## src/rtl/vec_widen_pkg.sv

```systemverilog
package vec_widen_pkg;
  localparam int unsigned VEC_W  = 128;
  localparam int unsigned LANE_W = 64;
  localparam int unsigned NUM_SZ = 3;

  typedef enum logic [1:0] {
    OP_WIDEN_HI = 2'd0,
    OP_WIDEN_LO = 2'd1,
    OP_LANE_SX  = 2'd2,
    OP_RSVD     = 2'd3
  } widen_op_e;
endpackage

```

## src/rtl/vec_half_widen.sv

```systemverilog
module vec_half_widen #(
  parameter int unsigned HALF_W = 64,
  parameter int unsigned SRC_W  = 8
) (
  input  logic [HALF_W-1:0]   half_i,
  input  logic                zext_i,
  output logic [2*HALF_W-1:0] wide_o
);
  localparam int unsigned NELEM = HALF_W / SRC_W;
  localparam int unsigned DST_W = 2 * SRC_W;

  for (genvar e = 0; e < NELEM; e++) begin : g_elem
    logic [SRC_W-1:0] elem;
    logic             fill;
    assign elem = half_i[HALF_W-1-e*SRC_W -: SRC_W];
    assign fill = ~zext_i & elem[SRC_W-1];
    assign wide_o[2*HALF_W-1-e*DST_W -: DST_W] = {{SRC_W{fill}}, elem};
  end
endmodule

```

## src/rtl/vec_lane_sext.sv

```systemverilog
module vec_lane_sext #(
  parameter int unsigned SRC_W  = 8,
  parameter int unsigned LANE_W = 64
) (
  input  logic [SRC_W-1:0]  elem_i,
  output logic [LANE_W-1:0] lane_o
);
  localparam int unsigned EXT_W = LANE_W - SRC_W;
  assign lane_o = {{EXT_W{elem_i[SRC_W-1]}}, elem_i};
endmodule

```

## src/rtl/vec_widen_unit.sv

```systemverilog
module vec_widen_unit
  import vec_widen_pkg::*;
#(
  parameter int unsigned VW = VEC_W
) (
  input  logic          clk,
  input  logic          rst_n,
  input  logic [VW-1:0] src,
  input  logic [1:0]    op,
  input  logic          zext,
  input  logic [1:0]    elem_sz,
  output logic [VW-1:0] result,
  output logic          spec_exc
);
  localparam int unsigned HALF_W = VW / 2;
  localparam int unsigned LANES  = VW / LANE_W;

  logic [VW-1:0] hi_res [NUM_SZ];
  logic [VW-1:0] lo_res [NUM_SZ];
  logic [VW-1:0] sx_res [NUM_SZ];

  for (genvar s = 0; s < NUM_SZ; s++) begin : g_size
    localparam int unsigned SW = 8 << s;

    vec_half_widen #(.HALF_W(HALF_W), .SRC_W(SW)) u_hi (
      .half_i (src[VW-1:HALF_W]),
      .zext_i (zext),
      .wide_o (hi_res[s])
    );

    vec_half_widen #(.HALF_W(HALF_W), .SRC_W(SW)) u_lo (
      .half_i (src[HALF_W-1:0]),
      .zext_i (zext),
      .wide_o (lo_res[s])
    );

    for (genvar l = 0; l < LANES; l++) begin : g_lane
      vec_lane_sext #(.SRC_W(SW), .LANE_W(LANE_W)) u_sx (
        .elem_i (src[l*LANE_W +: SW]),
        .lane_o (sx_res[s][l*LANE_W +: LANE_W])
      );
    end
  end

  widen_op_e     op_e;
  logic          exc_d;
  logic [VW-1:0] sel_hi, sel_lo, sel_sx;
  logic [VW-1:0] res_d;

  assign op_e = widen_op_e'(op);

  always_comb begin
    sel_hi = '0;
    sel_lo = '0;
    sel_sx = '0;
    case (elem_sz)
      2'd0:    begin sel_hi = hi_res[0]; sel_lo = lo_res[0]; sel_sx = sx_res[0]; end
      2'd1:    begin sel_hi = hi_res[1]; sel_lo = lo_res[1]; sel_sx = sx_res[1]; end
      2'd2:    begin sel_hi = hi_res[2]; sel_lo = lo_res[2]; sel_sx = sx_res[2]; end
      default: ;
    endcase
  end

  always_comb begin
    exc_d = (elem_sz == 2'd3) || (op_e == OP_RSVD);
    res_d = '0;
    if (!exc_d) begin
      case (op_e)
        OP_WIDEN_HI: res_d = sel_hi;
        OP_WIDEN_LO: res_d = sel_lo;
        OP_LANE_SX:  res_d = sel_sx;
        default:     res_d = '0;
      endcase
    end
  end

  always_ff @(posedge clk or negedge rst_n) begin
    if (!rst_n) begin
      result   <= '0;
      spec_exc <= 1'b0;
    end else begin
      result   <= res_d;
      spec_exc <= exc_d;
    end
  end
endmodule

```

## config.mk

```make
export PLATFORM = sky130hd
export DESIGN_NAME = vec_widen_unit
export DESIGN_NICKNAME = d
export VERILOG_FILES = /design/src/rtl/vec_widen_pkg.sv /design/src/rtl/vec_half_widen.sv /design/src/rtl/vec_lane_sext.sv /design/src/rtl/vec_widen_unit.sv
export SDC_FILE = /design/constraint.sdc
export NUM_CORES = 1
export LEC_CHECK = 0
export BUFFER_PORTS_ARGS = -buffer_cell sky130_fd_sc_hd__buf_2
export CAP_MARGIN = 20
export CORE_UTILIZATION = 38
export DETAILED_ROUTE_END_ITERATION = 6
export PLACE_DENSITY = 0.7
export SLEW_MARGIN = 30
export SYNTH_ARGS = -nofsm -noshare
export SYNTH_HDL_FRONTEND = slang
export SYNTH_SLANG_ARGS = --single-unit
```

## constraint.sdc

```tcl
create_clock -name clk -period 0.8 [get_ports clk]
set_clock_uncertainty 0.1 [all_clocks]
set_input_delay 0.12 -clock clk [delete_from_list [all_inputs] [get_ports clk]]
set_output_delay 0.12 -clock clk [all_outputs]
set_load 0.02 [all_outputs]
```

==> results of run 1 <==
[per-layer routing]
layer / global-route usage [%] / wire length [um] / up-vias
met4: 22.3 / 4470 / 4
met2: 58.5 / 19200 / 1247
met1: 46.1 / 15400 / 4889
met3: 10.4 / 6390 / 461
li1: - / - / 3901
met5: 0 / 53 / -
[flip-flops by register name (all words and copies together), names as in the netlist]
register  count
result      114
spec_exc      1
[worst max path at each step]
stage | startpoint | to | slack [ns] | cells past startpoint
floorplan | elem_sz[0] | result[40]$_DFF_PN0_ | -0.56 | 8
global placement | elem_sz[0] | result[79]$_DFF_PN0_ | -0.97 | 7
detailed placement | elem_sz[0] | result[79]$_DFF_PN0_ | -0.98 | 7
CTS | result[126]$_DFF_PN0_ | result[124] | -0.47 | 1
global route | elem_sz[0] | result[76]$_DFF_PN0_ | -0.55 | 8
finish | elem_sz[0] | result[79]$_DFF_PN0_ | -0.59 | 7
[what timing repair did]
action,CTS,global route
gates cloned,15,5
hold endpoints to repair,184,44
resized for setup,464,234
hold buffers,14,2
setup endpoints to repair,243,244
buffers inserted,46,42
pin swaps,114,101
[cell families after synthesis]
kind of cell | Yosys count | synth area share [%]
buffers and inverters | 98 | 7.56
flip-flops | 115 | 40.9
AND/OR/NAND/NOR | 146 | 10.8
AO/OA/AOI/OAI | 395 | 37.4
multiplexers | 21 | 2.99
XOR/XNOR | 2 | 0.356
[layout by cell type (no fill, tap or decap), drive strengths merged, types with 3 or more instances in the layout]
| cell | count |
|---|---|
| diode | 4 |
| o211ai | 12 |
| nand3b | 3 |
| clkbuf | 24 |
| o32ai | 14 |
| nand3 | 8 |
| a32oi | 4 |
| dfrtp | 115 |
| nor2b | 13 |
| bufbuf | 3 |
| a31oi | 5 |
| nand2b | 24 |
| o31ai | 31 |
| buf | 524 |
| o21a | 8 |
| a311o | 7 |
| a221oi | 3 |
| dlygate4sd3 | 14 |
| a21oi | 149 |
| nand2 | 40 |
| a21boi | 13 |
| o22ai | 15 |
| a211oi | 33 |
| a211o | 10 |
| mux2i | 21 |
| inv | 6 |
| or2 | 5 |
| o21ai | 34 |
| nor2 | 41 |
| clkinv | 8 |
| a31o | 10 |
| a21o | 12 |
| a22oi | 18 |
| nor3b | 3 |
| o221ai | 11 |
[final cells by class]
cell class	instances	area share, %
Multi-Input combinational cell	564	38.1
Timing Repair Buffer	544	35.9
Sequential cell	115	20.0
Clock buffer	21	3.06
Tap cell	229	1.99
Clock inverter	11	0.617
Inverter	5	0.235
Antenna cell	4	0.0695
Timing Repair inverter	1	0.0608
[critical path: stages]
cell                        delay [ns]
sky130_fd_sc_hd__buf_12           0.12
sky130_fd_sc_hd__buf_12           0.15
sky130_fd_sc_hd__nor2b_4          0.20
sky130_fd_sc_hd__buf_12           0.21
sky130_fd_sc_hd__buf_4            0.18
sky130_fd_sc_hd__a21oi_4          0.10
sky130_fd_sc_hd__a2111oi_4        0.50
[power by group]
part | internal [mW] | leakage, nW | switching (mW) | total, mW
Sequential | 6.34 | 1.48 | 0.333 | 6.67
Combinational | 3.93 | 4.70 | 4.60 | 8.53
Clock | 4.22 | 0.260 | 3.07 | 7.28
Total | 14.5 | 6.44 | 8.00 | 22.5
[metrics by stage]
| stage | setup slack [ns] | util (%) |
|---|---|---|
| floorplan | -0.560 | - |
| global route | -0.551 | 79.9 |
| finish | -0.590 | 79.9 |
| CTS | -0.473 | 72.5 |
| detailed placement | -0.977 | 54.4 |
| global placement | -0.974 | 54.4 |
==> results_tabular.tex, run 1 <==
\begin{tabular}{lr}
\hline
Metric & Value \\
\hline
\multicolumn{2}{l}{\textbf{Run status}} \\
Result of the run & finished, violations left \\
Violated checks & DRC, hold timing, setup timing \\
\multicolumn{2}{l}{\textbf{Synth}} \\
Biggest area contributors in the synthesized netlist & sky130\_fd\_sc\_hd\_\_dfrtp\_1, sky130\_fd\_sc\_hd\_\_a21oi\_1, sky130\_fd\_sc\_hd\_\_a211oi\_1 \\
Count of state elements after synthesis & 115 \\
Share of Yosys cell area claimed by the top area cell type & 40.9\% \\
Post-Syn Nets & 912 \\
Syn\_area\_per\_cell & 9.05 um\^{}2 \\
Proportion of synthesized flip-flops having asynchronous set or reset & 100\% \\
Number of warning messages in the yosys log & 0 \\
Synthesized cell area & 7040 um\^{}2 \\
Fraction of the yosys area taken by sequential cells & 40.9\% \\
Cell with the most instances after synthesis & sky130\_fd\_sc\_hd\_\_a21oi\_1 \\
Number of distinct library cells after synthesis & 63 \\
Top cell type by total area after synthesis & sky130\_fd\_sc\_hd\_\_dfrtp\_1 \\
Dominant register cell in the synthesized netlist & sky130\_fd\_sc\_hd\_\_dfrtp\_1 \\
Post-synth top cells & sky130\_fd\_sc\_hd\_\_a21oi\_1, sky130\_fd\_sc\_hd\_\_dfrtp\_1, sky130\_fd\_sc\_hd\_\_nand2\_1, sky130\_fd\_sc\_hd\_\_nor2\_1, sky130\_fd\_sc\_hd\_\_buf\_2 \\
Post-Syn Instances & 777 \\
Count of flip-flops with a built-in enable after synthesis & 0 \\
\multicolumn{2}{l}{\textbf{Global route}} \\
Global-route wire length before repair & 55.6 mm \\
GRT Resource Usage Total & 37.4\% \\
Vias in the first global route & 9547 \\
Global route overflow & 0 \\
Maximum number of pins on one net before global-route repair & 39 \\
Antenna violations before repair & 5 \\
\multicolumn{2}{l}{\textbf{Drt}} \\
Via density per instance & 7.03 \\
Number of DRC markers after the initial detailed-route iteration & 1560 \\
Remaining routing DRC violations & 6 \\
Total iterations of the first detailed-routing run & 7 \\
Average routed wire per standard cell & 30.4 um \\
Routed wire length & 45.4 mm \\
Count of nets left with antenna violations after detail routing & 0 \\
Number of vias after detailed routing & 10500 \\
\multicolumn{2}{l}{\textbf{Layout}} \\
Synthesis-to-layout area growth & 105\% \\
Fill count & 915 \\
Ratio of cells with drive above 1 in the final layout & 68.2\% \\
Area of all sequential standard cells & 2880 um\^{}2 \\
Cell area after layout & 14400 um\^{}2 \\
Net count, final & 1383 \\
Multi-input gate area & 5480 um\^{}2 \\
Final instance count without filler cells & 1494 \\
\multicolumn{2}{l}{\textbf{CTS}} \\
Inserted Clock Buffers & 17 \\
CTS Root Cell & sky130\_fd\_sc\_hd\_\_clkbuf\_16 \\
Number of H-tree branching levels & 4 \\
Clock tree from TritonCTS & built \\
CTS sink cnt & 115 \\
Maximum clock path buffer count & 2 \\
Clock slew seen by the registers of the worst setup and hold paths & 0.06 ns \\
\multicolumn{2}{l}{\textbf{Setup path}} \\
Top fanout value on the critical path & 18 \\
Startpoint class of the critical path & input pin \\
Arrival time at the worst endpoint & 1.58 ns \\
Type of element capturing the critical path & register \\
Worst Setup Path Type & in2reg \\
Required time of the worst setup path & 0.99 ns \\
\multicolumn{2}{l}{\textbf{Min path}} \\
WHS Endpoint & result[86]\$\_DFF\_PN0\_ \\
Type of the worst min-delay path & in2reg \\
Number of cells traversed by the worst hold path & 3 \\
Origin of the worst min-delay path & src[46] \\
\multicolumn{2}{l}{\textbf{STA}} \\
Setup violations, final & 230 \\
Post-route fraction of the period consumed by the critical path & 174\% \\
Slack of the critical path & -0.590 ns \\
RSZ-0062 raised after global routing & yes \\
Maximum operating frequency & 719 MHz \\
Final Max Tran Viols & 0 \\
Worst-margin pin slew & 0.510 ns \\
Final period demand of the worst path & 1.39 ns \\
WHS & -0.112 ns \\
Hold violation total from the final report & 46 \\
Worst slew margin relative to its limit & 65.6\% \\
Fin Setup TNS & -86.55 ns \\
\multicolumn{2}{l}{\textbf{Placed design}} \\
RePlAce Congestion & 0.984 \\
HPWL after detailed placement & 21.0 mm \\
Number of buffers inserted by port buffering & 263 \\
Post-place instance area & 9810 um\^{}2 \\
Dpl cells & 1347 \\
\multicolumn{2}{l}{\textbf{Floorplanning}} \\
Core area & 18000 um\^{}2 \\
Number of core rows & 49 \\
Io pins & 264 \\
Height of the die & 138 um \\
Die outline width & 138 um \\
Area enclosed by the die boundary & 19100 um\^{}2 \\
Initial core utilization & 39.0\% \\
\multicolumn{2}{l}{\textbf{Pwr}} \\
Worst vdd ir & 1.62 mV \\
Power per cell area & 1560 nW/um\^{}2 \\
Leakage & 6.44 nW \\
Tot Pwr & 22.5 mW \\
\multicolumn{2}{l}{\textbf{Run}} \\
Max Cap Violations & 0 \\
\hline
\end{tabular}
Note: power is estimated with default switching activity, not from simulation.
==> run 2, diff against run 1 <==
- REMOVE_ABC_BUFFERS: unset -> 1
==> run 2 against run 1 <==
  * The run still ends with DRC, hold timing, setup timing left
  * Flip-flop and latch count unchanged
  * Wire length decreased by 12%
  * Sequential power about the same
  * Utilization about the same
  * Clock power increased by 20%
  * Hold slack got worse by 0.019 ns
  * Global-route usage decreased by 0.97 points
  * Largest cell class unchanged
==> results_tabular.tex, run 2 (same netlist as run 1, synthesis figures left out) <==
\begin{tabular}{lr}
\hline
Metric & Value \\
\hline
\multicolumn{2}{l}{\textbf{STA}} \\
Worst slew margin relative to its limit & 68.2\% \\
Maximum operating frequency & 731 MHz \\
Setup violations, final & 239 \\
Hold violation total from the final report & 49 \\
WHS & -0.131 ns \\
Final period demand of the worst path & 1.37 ns \\
Post-route fraction of the period consumed by the critical path & 171\% \\
Final Max Tran Viols & 0 \\
Worst-margin pin slew & 0.477 ns \\
Slack of the critical path & -0.567 ns \\
RSZ-0062 raised after global routing & yes \\
\multicolumn{2}{l}{\textbf{Setup path}} \\
Cell type with the highest occurrence count on the critical path & sky130\_fd\_sc\_hd\_\_buf\_12 \\
Slowest stage cell on the critical path & sky130\_fd\_sc\_hd\_\_o32ai\_2 \\
Chain of cells forming the critical path & buf\_12 > buf\_6 > nor2b\_4 > buf\_12 > buf\_12 > buf\_8 > buf\_16 > a21oi\_4 > o32ai\_2 \\
Type of element capturing the critical path & register \\
Top fanout value on the critical path & 7 \\
Startpoint class of the critical path & input pin \\
Critical path's largest stage delay & 0.39 ns \\
Arrival time at the worst endpoint & 1.55 ns \\
Required time of the worst setup path & 0.99 ns \\
Worst Setup Path Type & in2reg \\
\multicolumn{2}{l}{\textbf{Run status}} \\
Result of the run & finished, violations left \\
Violated checks & DRC, hold timing, setup timing \\
\multicolumn{2}{l}{\textbf{CTS}} \\
CTS sink cnt & 115 \\
CTS Root Cell & sky130\_fd\_sc\_hd\_\_clkbuf\_16 \\
Clock slew seen by the registers of the worst setup and hold paths & 0.06 ns \\
Inserted Clock Buffers & 17 \\
Number of H-tree branching levels & 4 \\
Clock tree from TritonCTS & built \\
Maximum clock path buffer count & 2 \\
\multicolumn{2}{l}{\textbf{Layout}} \\
Fill count & 989 \\
Largest registers in the final layout & result: 114 flops, spec\_exc: 1 flops \\
Leading cell type in the layout, fill and taps excluded & sky130\_fd\_sc\_hd\_\_buf\_6 \\
Commonest cells after routing, fill and taps aside & sky130\_fd\_sc\_hd\_\_buf\_6, sky130\_fd\_sc\_hd\_\_buf\_4, sky130\_fd\_sc\_hd\_\_buf\_2, sky130\_fd\_sc\_hd\_\_dfrtp\_1, sky130\_fd\_sc\_hd\_\_a21oi\_1 \\
Net count, final & 1362 \\
Ratio of cells with drive above 1 in the final layout & 66.7\% \\
Flip-flop count of the largest register, all copies and words added & 114 \\
Top reg by flops & result \\
Synthesis-to-layout area growth & 105\% \\
\multicolumn{2}{l}{\textbf{Floorplanning}} \\
Initial core utilization & 39.0\% \\
Die outline width & 138 um \\
Io pins & 264 \\
Core area & 18000 um\^{}2 \\
Area enclosed by the die boundary & 19100 um\^{}2 \\
Number of core rows & 49 \\
Height of the die & 138 um \\
\multicolumn{2}{l}{\textbf{Drt}} \\
Total iterations of the first detailed-routing run & 7 \\
Average routed wire per standard cell & 27.3 um \\
Via density per instance & 6.51 \\
Number of vias after detailed routing & 9573 \\
Routed wire length & 40.2 mm \\
Number of DRC markers after the initial detailed-route iteration & 878 \\
Count of nets left with antenna violations after detail routing & 0 \\
Remaining routing DRC violations & 11 \\
\multicolumn{2}{l}{\textbf{Placed design}} \\
RePlAce Congestion & 0.921 \\
Number of buffers inserted by port buffering & 263 \\
HPWL after detailed placement & 20.3 mm \\
\multicolumn{2}{l}{\textbf{Pwr}} \\
Leakage & 6.33 nW \\
Tot Pwr & 23.6 mW \\
Worst vdd ir & 1.76 mV \\
Power per cell area & 1640 nW/um\^{}2 \\
\multicolumn{2}{l}{\textbf{Global route}} \\
Global route overflow & 0 \\
GRT Resource Usage Total & 36.4\% \\
Antenna violations before repair & 2 \\
Maximum number of pins on one net before global-route repair & 41 \\
Global-route wire length before repair & 53.8 mm \\
Vias in the first global route & 9383 \\
\multicolumn{2}{l}{\textbf{Min path}} \\
Type of the worst min-delay path & in2reg \\
Number of cells traversed by the worst hold path & 3 \\
\multicolumn{2}{l}{\textbf{Run}} \\
Max Cap Violations & 0 \\
\hline
\end{tabular}
==> run 2: report_power, final <==
| group | internal (mW) | switching, mW | leakage (nW) | total (mW) |
|---|---|---|---|---|
| logic | 3.89 | 4.37 | 4.54 | 8.26 |
| clock network | 5.57 | 3.16 | 0.312 | 8.73 |
| registers | 6.33 | 0.316 | 1.48 | 6.65 |
==> run 2: layout make-up <==
class | instances | area [um^2] | share of cell area [%]
Multi-Input combinational cell | 564 | 5510 | 38.3
Timing Repair Buffer | 524 | 5040 | 35.0
Sequential cell | 115 | 2880 | 20.0
Clock buffer | 18 | 429 | 2.98
Tap cell | 229 | 287 | 1.99
Clock inverter | 14 | 223 | 1.55
Inverter | 5 | 27.5 | 0.191
Antenna cell | 1 | 2.50 | 0.0174
==> run 2: timing repair <==
item | in CTS | in global routing
endpoints found under the hold margin | 200 | 54
cloned | 14 | 2
gates resized for setup | 587 | 197
hold buffers | 18 | 5
buffers inserted | 62 | 31
endpoints found under the setup margin | 243 | 236
pin swaps | 129 | 88
==> run 2: per-layer routing <==
layer	wire, um	vias to the layer above	global-route usage [%]	part of all wire [%]
li1	-	3843	-	-
met1	14500	4669	44.7	36
met2	19200	817	59.8	48
met3	3940	242	9.46	9.8
met4	2510	2	17.0	6.2
met5	10	-	0	0.025
==> run 2: per-stage QoR <==
step | instances | cell area, um^2 | setup WS [ns] | setup TNS (ns) | utilization (%)
global placement | 1326 | 9410 | -0.987 | -85.15 | 52.2
CTS | 1449 | 13400 | -0.472 | -71.96 | 74.2
floorplan | 684 | 6520 | -1.64 | -145.39 | -
finish | 1470 | 14400 | -0.567 | -77.19 | 79.9
global route | 1470 | 14400 | -0.522 | -80.24 | 79.9
detailed placement | 1326 | 9410 | -0.955 | -86.09 | 52.2
==> run 2: path summary, 6_finish.rpt <==
kind                                         to        from
min                         result[4]$_DFF_PN0_      src[4]
max in group asynchronous  result[50]$_DFF_PN0_       rst_n
max                        result[91]$_DFF_PN0_  elem_sz[0]
min in group asynchronous  result[41]$_DFF_PN0_       rst_n
==> run 2: critical path, delay by kind of cell <==
family | cells | cell delay (ns)
buffers and inverters | 6 | 0.76
and+or+nand+nor | 1 | 0.19
AOI/OAI and AO/OA | 2 | 0.45
